$ cat src/rtl/fpmm_pkg.sv
package fpmm_pkg;
   typedef enum logic [1:0] {
      FPMM_MAX    = 2'b00,
      FPMM_MIN    = 2'b01,
      FPMM_MAXNUM = 2'b10,
      FPMM_MINNUM = 2'b11
   } fpmm_op_e;
endpackage

$ cat src/rtl/fpmm_classify.sv
// Operand classification: NaN detection, signaling test, quieted copy.
module fpmm_classify #(
   parameter int EXP_W = 8,
   parameter int MAN_W = 23
) (
   input  logic [EXP_W+MAN_W:0] val,
   output logic                 is_nan,
   output logic                 is_snan,
   output logic [EXP_W+MAN_W:0] quieted
);
   localparam int W = 1 + EXP_W + MAN_W;
   localparam logic [W-1:0] QBIT = {{(W-MAN_W){1'b0}}, 1'b1, {(MAN_W-1){1'b0}}};

   logic exp_ones;
   logic man_nz;

   always_comb begin
      exp_ones = &val[W-2:MAN_W];
      man_nz   = |val[MAN_W-1:0];
      is_nan   = exp_ones & man_nz;
      is_snan  = is_nan & ~val[MAN_W-1];
      quieted  = val | QBIT;
   end
endmodule

$ cat src/rtl/fpmm_order.sv
// Sign-magnitude ordering without subtraction; +0 ranks above -0.
module fpmm_order #(
   parameter int EXP_W = 8,
   parameter int MAN_W = 23
) (
   input  logic [EXP_W+MAN_W:0] a,
   input  logic [EXP_W+MAN_W:0] b,
   output logic                 a_gt_b
);
   localparam int W = 1 + EXP_W + MAN_W;

   logic mag_a_gt;
   logic mag_b_gt;

   always_comb begin
      mag_a_gt = a[W-2:0] > b[W-2:0];
      mag_b_gt = b[W-2:0] > a[W-2:0];
      if (a[W-1] != b[W-1])
         a_gt_b = ~a[W-1];
      else if (a[W-1])
         a_gt_b = mag_b_gt;
      else
         a_gt_b = mag_a_gt;
   end
endmodule

$ cat src/rtl/fpmm_select.sv
// NaN priority resolution and final pick between operands.
module fpmm_select
   import fpmm_pkg::*;
#(
   parameter int EXP_W = 8,
   parameter int MAN_W = 23
) (
   input  fpmm_op_e             op,
   input  logic [EXP_W+MAN_W:0] a,
   input  logic [EXP_W+MAN_W:0] b,
   input  logic                 a_nan,
   input  logic                 a_snan,
   input  logic [EXP_W+MAN_W:0] a_quiet,
   input  logic                 b_nan,
   input  logic                 b_snan,
   input  logic [EXP_W+MAN_W:0] b_quiet,
   input  logic                 a_gt_b,
   output logic [EXP_W+MAN_W:0] res
);
   logic num_pref;
   logic want_max;

   always_comb begin
      num_pref = (op == FPMM_MAXNUM) || (op == FPMM_MINNUM);
      want_max = (op == FPMM_MAX) || (op == FPMM_MAXNUM);
      if (a_snan)
         res = a_quiet;
      else if (b_snan)
         res = b_quiet;
      else if (a_nan && b_nan)
         res = a;
      else if (a_nan)
         res = num_pref ? b : a;
      else if (b_nan)
         res = num_pref ? a : b;
      else
         res = (a_gt_b == want_max) ? a : b;
   end
endmodule

$ cat src/rtl/fpmm_unit.sv
module fpmm_unit
   import fpmm_pkg::*;
#(
   parameter int EXP_W      = 8,
   parameter int MAN_W      = 23,
   parameter bit REGISTERED = 1'b1
) (
   input  logic                 clk,
   input  logic                 rst_n,
   input  logic                 in_valid,
   input  logic [1:0]           op,
   input  logic [EXP_W+MAN_W:0] opnd_a,
   input  logic [EXP_W+MAN_W:0] opnd_b,
   input  logic                 dn_mode,
   input  logic                 ftz_mode,
   output logic                 out_valid,
   output logic [EXP_W+MAN_W:0] result
);
   localparam int W = 1 + EXP_W + MAN_W;
   localparam logic [W-1:0] CANON_NAN = {1'b0, {EXP_W{1'b1}}, 1'b1, {(MAN_W-1){1'b0}}};

   if (EXP_W < 2) begin : g_bad_exp
      $error("fpmm_unit: EXP_W must be at least 2");
   end
   if (MAN_W < 2) begin : g_bad_man
      $error("fpmm_unit: MAN_W must be at least 2");
   end

   logic ftz_unused;
   assign ftz_unused = ftz_mode;

   logic         a_nan, a_snan, b_nan, b_snan;
   logic [W-1:0] a_quiet, b_quiet;
   logic         a_gt_b;
   logic [W-1:0] raw_res;
   logic         raw_nan;
   logic         raw_snan_unused;
   logic [W-1:0] raw_quiet_unused;
   logic [W-1:0] final_res;

   fpmm_classify #(.EXP_W(EXP_W), .MAN_W(MAN_W)) u_cls_a (
      .val(opnd_a), .is_nan(a_nan), .is_snan(a_snan), .quieted(a_quiet)
   );

   fpmm_classify #(.EXP_W(EXP_W), .MAN_W(MAN_W)) u_cls_b (
      .val(opnd_b), .is_nan(b_nan), .is_snan(b_snan), .quieted(b_quiet)
   );

   fpmm_order #(.EXP_W(EXP_W), .MAN_W(MAN_W)) u_order (
      .a(opnd_a), .b(opnd_b), .a_gt_b(a_gt_b)
   );

   fpmm_select #(.EXP_W(EXP_W), .MAN_W(MAN_W)) u_select (
      .op      (fpmm_op_e'(op)),
      .a       (opnd_a),
      .b       (opnd_b),
      .a_nan   (a_nan),
      .a_snan  (a_snan),
      .a_quiet (a_quiet),
      .b_nan   (b_nan),
      .b_snan  (b_snan),
      .b_quiet (b_quiet),
      .a_gt_b  (a_gt_b),
      .res     (raw_res)
   );

   fpmm_classify #(.EXP_W(EXP_W), .MAN_W(MAN_W)) u_cls_res (
      .val(raw_res), .is_nan(raw_nan), .is_snan(raw_snan_unused), .quieted(raw_quiet_unused)
   );

   always_comb begin
      final_res = (dn_mode && raw_nan) ? CANON_NAN : raw_res;
   end

   if (REGISTERED) begin : g_reg
      logic         vld_q;
      logic [W-1:0] res_q;
      always_ff @(posedge clk or negedge rst_n) begin
         if (!rst_n) begin
            vld_q <= 1'b0;
            res_q <= '0;
         end else begin
            vld_q <= in_valid;
            if (in_valid)
               res_q <= final_res;
         end
      end
      assign out_valid = vld_q;
      assign result    = res_q;
   end else begin : g_comb
      logic clk_unused;
      assign clk_unused = clk ^ rst_n;
      assign out_valid  = in_valid;
      assign result     = final_res;
   end
endmodule

$ cat config.mk
export PLATFORM = sky130hd
export DESIGN_NAME = fpmm_unit
export DESIGN_NICKNAME = d
export VERILOG_FILES = /design/src/rtl/fpmm_pkg.sv /design/src/rtl/fpmm_classify.sv /design/src/rtl/fpmm_order.sv /design/src/rtl/fpmm_select.sv /design/src/rtl/fpmm_unit.sv
export SDC_FILE = /design/constraint.sdc
export NUM_CORES = 1
export LEC_CHECK = 0
export CORE_MARGIN = 2
export CORE_UTILIZATION = 44
export CTS_CLUSTER_SIZE = 30
export DETAILED_ROUTE_END_ITERATION = 8
export HOLD_SLACK_MARGIN = 0.12
export PLACE_DENSITY = 0.9
export SYNTH_ARGS = -nofsm -noshare
export SYNTH_HDL_FRONTEND = slang
export SYNTH_SLANG_ARGS = --single-unit
$ cat constraint.sdc
create_clock -name clk -period 0.9 [get_ports clk]
set_clock_uncertainty 0.2 [all_clocks]
set_input_delay 0.18 -clock clk [delete_from_list [all_inputs] [get_ports clk]]
set_output_delay 0.18 -clock clk [all_outputs]
set_load 0.05 [all_outputs]
==> impl_metrics.env, run 1 <==
export IMPL_status="aborted with a tool error"
export IMPL_failing_step="global routing"
export IMPL_error="[ERROR DPL-0038] Utilization greater than 100%, impossible to legalize"
export IMPL_grt_max_degree=34
export IMPL_synthArstFlopShare_pct=100.0
export IMPL_synth_ff_type="dfrtp_1"
export IMPL_cts_root_buf="clkbuf_8"
export IMPL_synth_edff_count=0
export IMPL_synth_distinct_cells=72
export IMPL_synth_top_area_share_pct=23.22
export IMPL_avgSynthCellArea_um2=7.885
export IMPL_cts_inserted_buffers=5
export IMPL_yosysMostFrequentCell="nand2_1"
export IMPL_fp_dieW_um=93.90
export IMPL_io_pins=104
export IMPL_post_dp_hpwl_mm=14.90
export IMPL_synthSimpleGateAreaFrac_pct=21.15
export IMPL_gp_congestion=1.033
export IMPL_numPortBuffers=102
export IMPL_yosys_warnings=0
export IMPL_synth_compound_area_share_pct=36.14
export IMPL_synthCells=451
export IMPL_synth_common_cells="52 x nand2_1, 40 x a21oi_1, 37 x inv_1"
export IMPL_cts_max_level=2
export IMPL_cts_sinks=33
export IMPL_die_h_um=93.90
export IMPL_timing_worst_endpoint_kind="sequential cell input"
export IMPL_start_util_pct=45.78
export IMPL_synth_xor_area_share_pct=0.2463
export IMPL_muxShareOfSynthArea_pct=1.196
export IMPL_ys_ff_latch=33
export IMPL_grt_worst_endpoint="result[31]$_DFFE_PN0P_/D"
export IMPL_syn_area_um2=3556
export IMPL_synth_fp_nets=553
export IMPL_synth_adder_area_share_pct=10.91
export IMPL_synth_top_family_by_area="compound AO/OA/AOI/OAI gates"
export IMPL_rows=32
export IMPL_yosys_area_top_type="dfrtp_1"
export IMPL_synth_seq_area_share_pct=23.22
export IMPL_cts_buffer_depth=2
export IMPL_yosys_top_cells_area="dfrtp_1 23%, ha_1 11%, a21oi_1 5.6%"
## kinds of logic after synthesis
| logic type | Yosys count |
|---|---|
| simple gates | 145 |
| xor+xnor | 1 |
| flops | 33 |
| buf+inv | 62 |
| fa+ha+maj | 31 |
| compound gates | 175 |
| mux | 4 |
## per-stage QoR
step | instance area [µm²] | TNS (ps) | instances | hold WS, ps | setup WS (ps)
after floorplan | 4126 | -74380 | 451 | -315.6 | -2537
after global placement | 6865 | -103650 | 808 | 310.7 | -3365
after detailed placement | 6865 | -113970 | 808 | 310.4 | -3651
after CTS | 7261 | -97140 | 831 | 87.85 | -2867
## what timing repair did
action / 4_1_cts
gates cloned: 1
endpoints found under the setup margin: 65
buffers inserted: 14
pin swaps: 30
gates resized for setup: 166
hold endpoints to repair: 33
==> run 2, diff against run 1 <==
Settings changed: CORE_UTILIZATION 44 to 34, CTS_CLUSTER_SIZE 30 to default, HOLD_SLACK_MARGIN 0.12 to default, PLACE_DENSITY 0.9 to default, PLACE_DENSITY_LB_ADDON from default to 0.15.
Clock period 0.9 ns to 1.2 ns, I/O delays scaled along.
==> run 2 against run 1 <==
The flow now finishes, with violations (setup timing). Synthesized cell count did not move. Area after synthesis unchanged.
==> impl_metrics.env, run 2 <==
export IMPL_status="complete, but fails checks"
export IMPL_violations="setup timing"
export IMPL_fp_dieW_um=106.3
export IMPL_synth_ff_type="dfrtp_1"
export IMPL_clock_fmax_ghz=0.2634
export IMPL_grt_pass1_vias=5215
export IMPL_syn_area_um2=3556
export IMPL_synthCells=451
export IMPL_clock_power_share_pct=15.2
export IMPL_drt_initial_drc_count=375
export IMPL_cts_root_buf="clkbuf_8"
export IMPL_required_ps=1180
export IMPL_intPower_w=0.004350
export IMPL_grt_pass1_wl_mm=27.18
export IMPL_post_dp_cell_area_um2=6875
export IMPL_synth_common_cells="52 x nand2_1, 40 x a21oi_1, 37 x inv_1"
export IMPL_finalHoldViolCount=0
export IMPL_ant_nets=0
export IMPL_power_frac_comb_pct=63.7
export IMPL_detail_route_wl_per_cell_um=19.76
export IMPL_critPathKind="in2reg"
export IMPL_drive_above_1_share_pct=64.39
export IMPL_clk_pin_slew_ps=70
export IMPL_setup_viol_count_final=65
export IMPL_num_nets_final=876
export IMPL_routed_via_density=5.678
export IMPL_grt_max_degree=34
export IMPL_synth_fp_nets=553
export IMPL_rsz0062_at_grt="yes"
export IMPL_power_density_nw_per_um2=885.9
export IMPL_final_cell_mix="220 x buf_4, 49 x nand2_1, 41 x buf_6"
export IMPL_die_h_um=106.3
export IMPL_largest_reg_flops=32
export IMPL_numPortBuffers=102
export IMPL_synth_top_area_share_pct=23.22
export IMPL_area_delta_synth_final_pct=127.2
export IMPL_start_util_pct=34.76
export IMPL_cts_tree="yes"
export IMPL_cts_max_level=2
export IMPL_synth_edff_count=0
export IMPL_ir_worst_vdd_v=0.001069
export IMPL_worstMarginPinSlew_ps=770.1
export IMPL_yosys_warnings=0
export IMPL_rows=37
export IMPL_drv_cap=0
export IMPL_setup_tns_ps=-80780
export IMPL_io_pins=104
export IMPL_slew_limit_headroom_pct=48.66
export IMPL_leakage_nw=3.500
export IMPL_grt_overflow_total=0
export IMPL_wl_mm=18.00
export IMPL_dieArea_um2=11290
export IMPL_synth_seq_area_share_pct=23.22
export IMPL_worst_setup_path_start_kind="input port"
export IMPL_dr_total_vias=5173
export IMPL_cts_sinks=33
export IMPL_drc=0
export IMPL_layout_min_cycle_time_ps=3797
export IMPL_core_um2=10230
export IMPL_dr_pass1_iters=5
export IMPL_period_share_pct=316.4
export IMPL_drv_slew=0
export IMPL_diodes=0
export IMPL_ys_ff_latch=33
export IMPL_post_dp_hpwl_mm=12.90
export IMPL_clk_latency_ps=290
export IMPL_yosys_area_top_type="dfrtp_1"
export IMPL_grtUsageTotal_pct=30.27
export IMPL_end_kind="flip-flop"
export IMPL_final_common_cell="buf_4"
export IMPL_hp_class="in2async"
export IMPL_p_sw_w=0.002808
export IMPL_sw_frac_of_total_pct=39.23
export IMPL_gp_congestion=0.9371
export IMPL_antenna_found_initial=0
export IMPL_cts_buffer_depth=2
export IMPL_cts_hold_buffers=0
export IMPL_dp_slack_ps=-3328
export IMPL_seqPwrFrac_pct=21.1
export IMPL_avgSynthCellArea_um2=7.885
export IMPL_layout_setup_ws_ps=-2597
export IMPL_cts_inserted_buffers=5
export IMPL_design_area_um2=8080
export IMPL_synthArstFlopShare_pct=100.0
export IMPL_crit_arrival_ps=3780
export IMPL_synth_distinct_cells=72
export IMPL_cp_max_fo=8
export IMPL_yosys_top_cells_area="dfrtp_1 23%, ha_1 11%, a21oi_1 5.6%"
export IMPL_yosysMostFrequentCell="nand2_1"
[run 2: cell counts after synthesis]
No cell type changed its count.
[run 2: power groups by stage]
stage               Sequential, W  Clock [W]  Combinational, W
floorplan                 0.00202          0           0.00115
global placement          0.00153          0           0.00370
detailed placement        0.00152          0           0.00375
CTS                       0.00151    0.00110           0.00416
global route              0.00153    0.00115           0.00478
finish                    0.00151    0.00109           0.00456
[run 2: final timing paths]
path	slack, ps	from	to	cells after the start
worst max-delay path	-2600	opnd_a[26]	result[13]	19
worst min-delay path	150	rst_n	result[11]	2
worst max register to register	30	result[31]	result[31]	2
worst min register to register	380	result[15]	result[15]	1
max in group asynchronous	460	rst_n	result[19]	2
min in group clk	250	opnd_a[24]	result[24]	4
[run 2: logic make-up (layout without fill, tap and decap cells)]
| logic type | Yosys count | in the layout | synth area share (%) |
|---|---|---|---|
| AO/OA/AOI/OAI | 175 | 176 | 36.14 |
| AND/OR/NAND/NOR | 145 | 145 | 21.15 |
| buffers and inverters | 62 | 385 | 7.143 |
| flip-flops | 33 | 33 | 23.22 |
| adder cells (fa/ha/maj) | 31 | 31 | 10.91 |
| multiplexers | 4 | 4 | 1.196 |
| XOR/XNOR | 1 | 1 | 0.2464 |
[run 2: timing repair]
item / in CTS / in global routing
pin swaps: 46 / 28
cloned: 2 / 0
gates resized for setup: 314 / 119
hold endpoints to repair: 0 / 0
setup endpoints to repair: 65 / 65
setup buffers: 39 / 26
[run 2: stage by stage]
stage,power (W),utilization [%],hold WS (ps),cells
floorplan,0.003170,-,-255.6,451
finish,0.007158,78.98,154.3,911
global route,0.007454,78.98,163.6,911
detailed placement,0.005266,67.20,330.6,843
global placement,0.005227,67.20,333.9,843
CTS,0.006767,74.04,118.9,887
[run 2: area by class of cell]
type	instances	area [µm²]
tap	136	170.2
inverter	38	187.7
clock buffer	7	86.33
clock inverter	1	30.03
fill	660	2151
sequential	33	832.0
multi-input combinational	357	3552
timing repair buffer	339	3222
[run 2: layer usage]
layer	share of wire [%]	vias to the layer above	routed length (µm)	global-route usage [%]
li1	-	2409	-	-
met1	43	2525	7683	40.37
met2	50	208	8930	52.11
met3	5.6	31	1000	3.250
met4	2.1	0	386	7.801
met5	0	-	0	0
[run 2: critical path: stages]
cell       delay [ps]
buf_8             100
inv_4              50
ha_4              200
nand4_1           180
buf_4             160
nor3_2             40
a221oi_2          380
buf_4             190
a21boi_4           80
o31ai_4           310
a31oi_4           130
a211oi_4          230
a21o_1            320
buf_6             150
a221oi_4           60
nor4_4            350
and4_4            360
buf_12            170
o2bb2ai_4          70
(Power assumes the default switching activity.)
==> run 3, diff against run 2 <==
Settings changed: CTS_CLUSTER_DIAMETER from default to 150.
==> results of run 3 <==
Same layout as run 2: the final DEF is identical, and so are final timing and power.
==> run 4, diff against run 3 <==
Settings changed: PLACE_DENSITY from default to 0.62, PLACE_DENSITY_LB_ADDON 0.15 to default.
==> run 4 against run 3 <==
The run still ends with setup timing left. Non-clock buffer count is 19 higher. Wire length is 3.7% higher. Hold slack worse by 39 ps. Largest cell class unchanged.
==> impl_metrics.env, run 4 (synthesized netlist as in run 2, its figures left out) <==
export IMPL_dr_pass1_iters=6
export IMPL_gp_congestion=0.9468
export IMPL_cpPeakStageDelay_ps=550
export IMPL_fillers=643
export IMPL_fp_dieW_um=106.3
export IMPL_reg2reg_depth=2
export IMPL_drive_above_1_share_pct=62.17
export IMPL_clock_power_share_pct=14.8
export IMPL_intPower_w=0.004423
export IMPL_finalHoldViolCount=0
export IMPL_num_nets_final=894
export IMPL_layout_setup_ws_ps=-2676
export IMPL_drv_cap=0
export IMPL_cp_depth=18
export IMPL_multi_input_area_um2=3537
export IMPL_worst_setup_path_start_kind="input port"
export IMPL_period_share_pct=323.0
export IMPL_p_sw_w=0.002871
export IMPL_seqCellArea_um2=828.3
export IMPL_path_delay_family="compound AO/OA/AOI/OAI gates"
export IMPL_post_dp_hpwl_mm=12.63
export IMPL_regToRegSetupSlack_ps=40
export IMPL_placedCellCount=849
export IMPL_core_um2=10230
export IMPL_path_buf_inv=6
export IMPL_largest_reg_flops=32
export IMPL_cts_inserted_buffers=5
export IMPL_end_kind="flip-flop"
export IMPL_cts_tree="yes"
export IMPL_rows=37
export IMPL_instances_no_fill=929
export IMPL_drc=0
export IMPL_busiest_layer="met2"
export IMPL_rsz0062_at_grt="yes"
export IMPL_cp_max_fo=4
export IMPL_cts_buffer_depth=2
export IMPL_setup_viol_count_final=65
export IMPL_grt_overflow_total=0
export IMPL_sw_frac_of_total_pct=39.36
export IMPL_path_cells="buf_8, inv_6, ha_4, nand4_1, buf_4, or4_4, a211o_1, and3_4, o211ai_2, a21boi_2, a21o_4, buf_6, buf_4, a221oi_1, nand4bb_1, nor4_1, buf_4, a211o_1"
export IMPL_grtUsageTotal_pct=30.69
export IMPL_met1_usage_pct=39.86
export IMPL_dieArea_um2=11290
export IMPL_grt_pass1_wl_mm=27.34
export IMPL_power_density_nw_per_um2=882.9
export IMPL_drt_initial_drc_count=477
export IMPL_leakage_nw=3.590
export IMPL_grt_max_degree=34
export IMPL_grt_pass1_vias=5280
export IMPL_final_common_cell="buf_4"
export IMPL_start_util_pct=34.76
export IMPL_clk_pin_slew_ps=70
export IMPL_worstMarginPinSlew_ps=518.4
export IMPL_wl_mm=18.67
export IMPL_ant_nets=0
export IMPL_cts_sinks=33
export IMPL_power_frac_comb_pct=64.4
export IMPL_io_pins=104
export IMPL_hold_ws_ps=115.4
export IMPL_hp_class="in2async"
export IMPL_cts_hold_buffers=0
export IMPL_antenna_found_initial=0
export IMPL_dr_total_vias=5253
export IMPL_status="complete, but fails checks"
export IMPL_layout_min_cycle_time_ps=3876
export IMPL_clock_fmax_ghz=0.2580
export IMPL_violations="setup timing"
export IMPL_crit_arrival_ps=3850
export IMPL_die_h_um=106.3
export IMPL_detail_route_wl_per_cell_um=20.09
export IMPL_clk_latency_ps=280
export IMPL_crit_slowest_cell="or4_4"
export IMPL_met2_usage_pct=51.92
export IMPL_ir_worst_vdd_v=0.0009741
export IMPL_diodes=0
export IMPL_area_delta_synth_final_pct=132.3
export IMPL_slew_limit_headroom_pct=65.31
export IMPL_gr_usage_met3_pct=4.108
export IMPL_cts_root_buf="clkbuf_8"
export IMPL_numPortBuffers=102
export IMPL_routed_via_density=5.654
export IMPL_drv_slew=0
export IMPL_required_ps=1170
export IMPL_seqPwrFrac_pct=20.7
export IMPL_final_cell_mix="231 x buf_4, 47 x nand2_1, 40 x buf_12"
export IMPL_cts_max_level=2
export IMPL_critPathKind="in2reg"
export IMPL_crit_path_frequent_cell="buf_4"
-- run 4: cell types whose count changed in the layout (fill, tap and decap cells not counted), moves of 4 or more --
cell	previous run	this run
buf_4	220	231
buf_6	41	26
inv_2	19	14
dlygate4sd2_1	0	13
clkbuf_2	12	7
a221oi_2	7	3
o2bb2ai_2	13	17
clkdlybuf4s15_1	0	10
o2bb2ai_4	6	2
clkdlybuf4s15_2	0	5
-- run 4: cell type report --
type	count	area share, %
clock buffers	7	1.045
clock inverters	1	0.3635
inverters	38	2.363
multi-input cells	356	42.82
flip-flops and latches	33	10.03
well taps	136	2.060
repair buffers	358	41.32
-- run 4: worst register-to-register path, delay by kind of cell (launching register included) --
family / cells / cell delay, ps
AO/OA/AOI/OAI: 1 / 230
AND/OR/NAND/NOR: 1 / 170
flip-flops: 1 / 440
-- run 4: power groups by stage --
stage	logic [W]	clock network [W]	registers, W
after floorplan	0.00115	0	0.00202
after global placement	0.00370	0	0.00153
after detailed placement	0.00373	0	0.00152
after CTS	0.00429	0.00109	0.00150
after global routing	0.00491	0.00114	0.00153
final	0.00470	0.00108	0.00151
-- run 4: timing repair --
action                     CTS  global route
gates resized for setup    269            70
cloned                       5             0
setup buffers               50            25
setup endpoints to repair   65            65
pin swaps                   64            21
-- run 4: final timing paths --
kind / start / endpoint
worst max-delay path: opnd_a[16] / result[31]
worst min-delay path: rst_n / result[2]
worst max register to register: result[31] / result[31]
worst min register to register: result[10] / result[10]
max in group asynchronous: rst_n / result[12]
min in group clk: opnd_a[18] / result[18]
-- run 4: metal layers --
metal / up-vias / wire length (µm)
met2: 224 / 9241
met4: 0 / 561
met1: 2536 / 7698
met5: - / 0
met3: 45 / 1163
li1: 2448 / -
-- run 4: stage by stage --
step                      setup TNS, ps  cell area (µm²)  util [%]  total power (W)  setup slack [ps]
after floorplan                  -66590             4086         -         0.003170             -2297
after global placement           -97460             6920     67.64         0.005222             -3248
after detailed placement        -100660             6920     67.64         0.005250             -3334
after CTS                        -78960             7924     77.45         0.006879             -2568
after global routing             -85360             8260     80.74         0.007574             -2813
final                            -82090             8260     80.74         0.007293             -2676
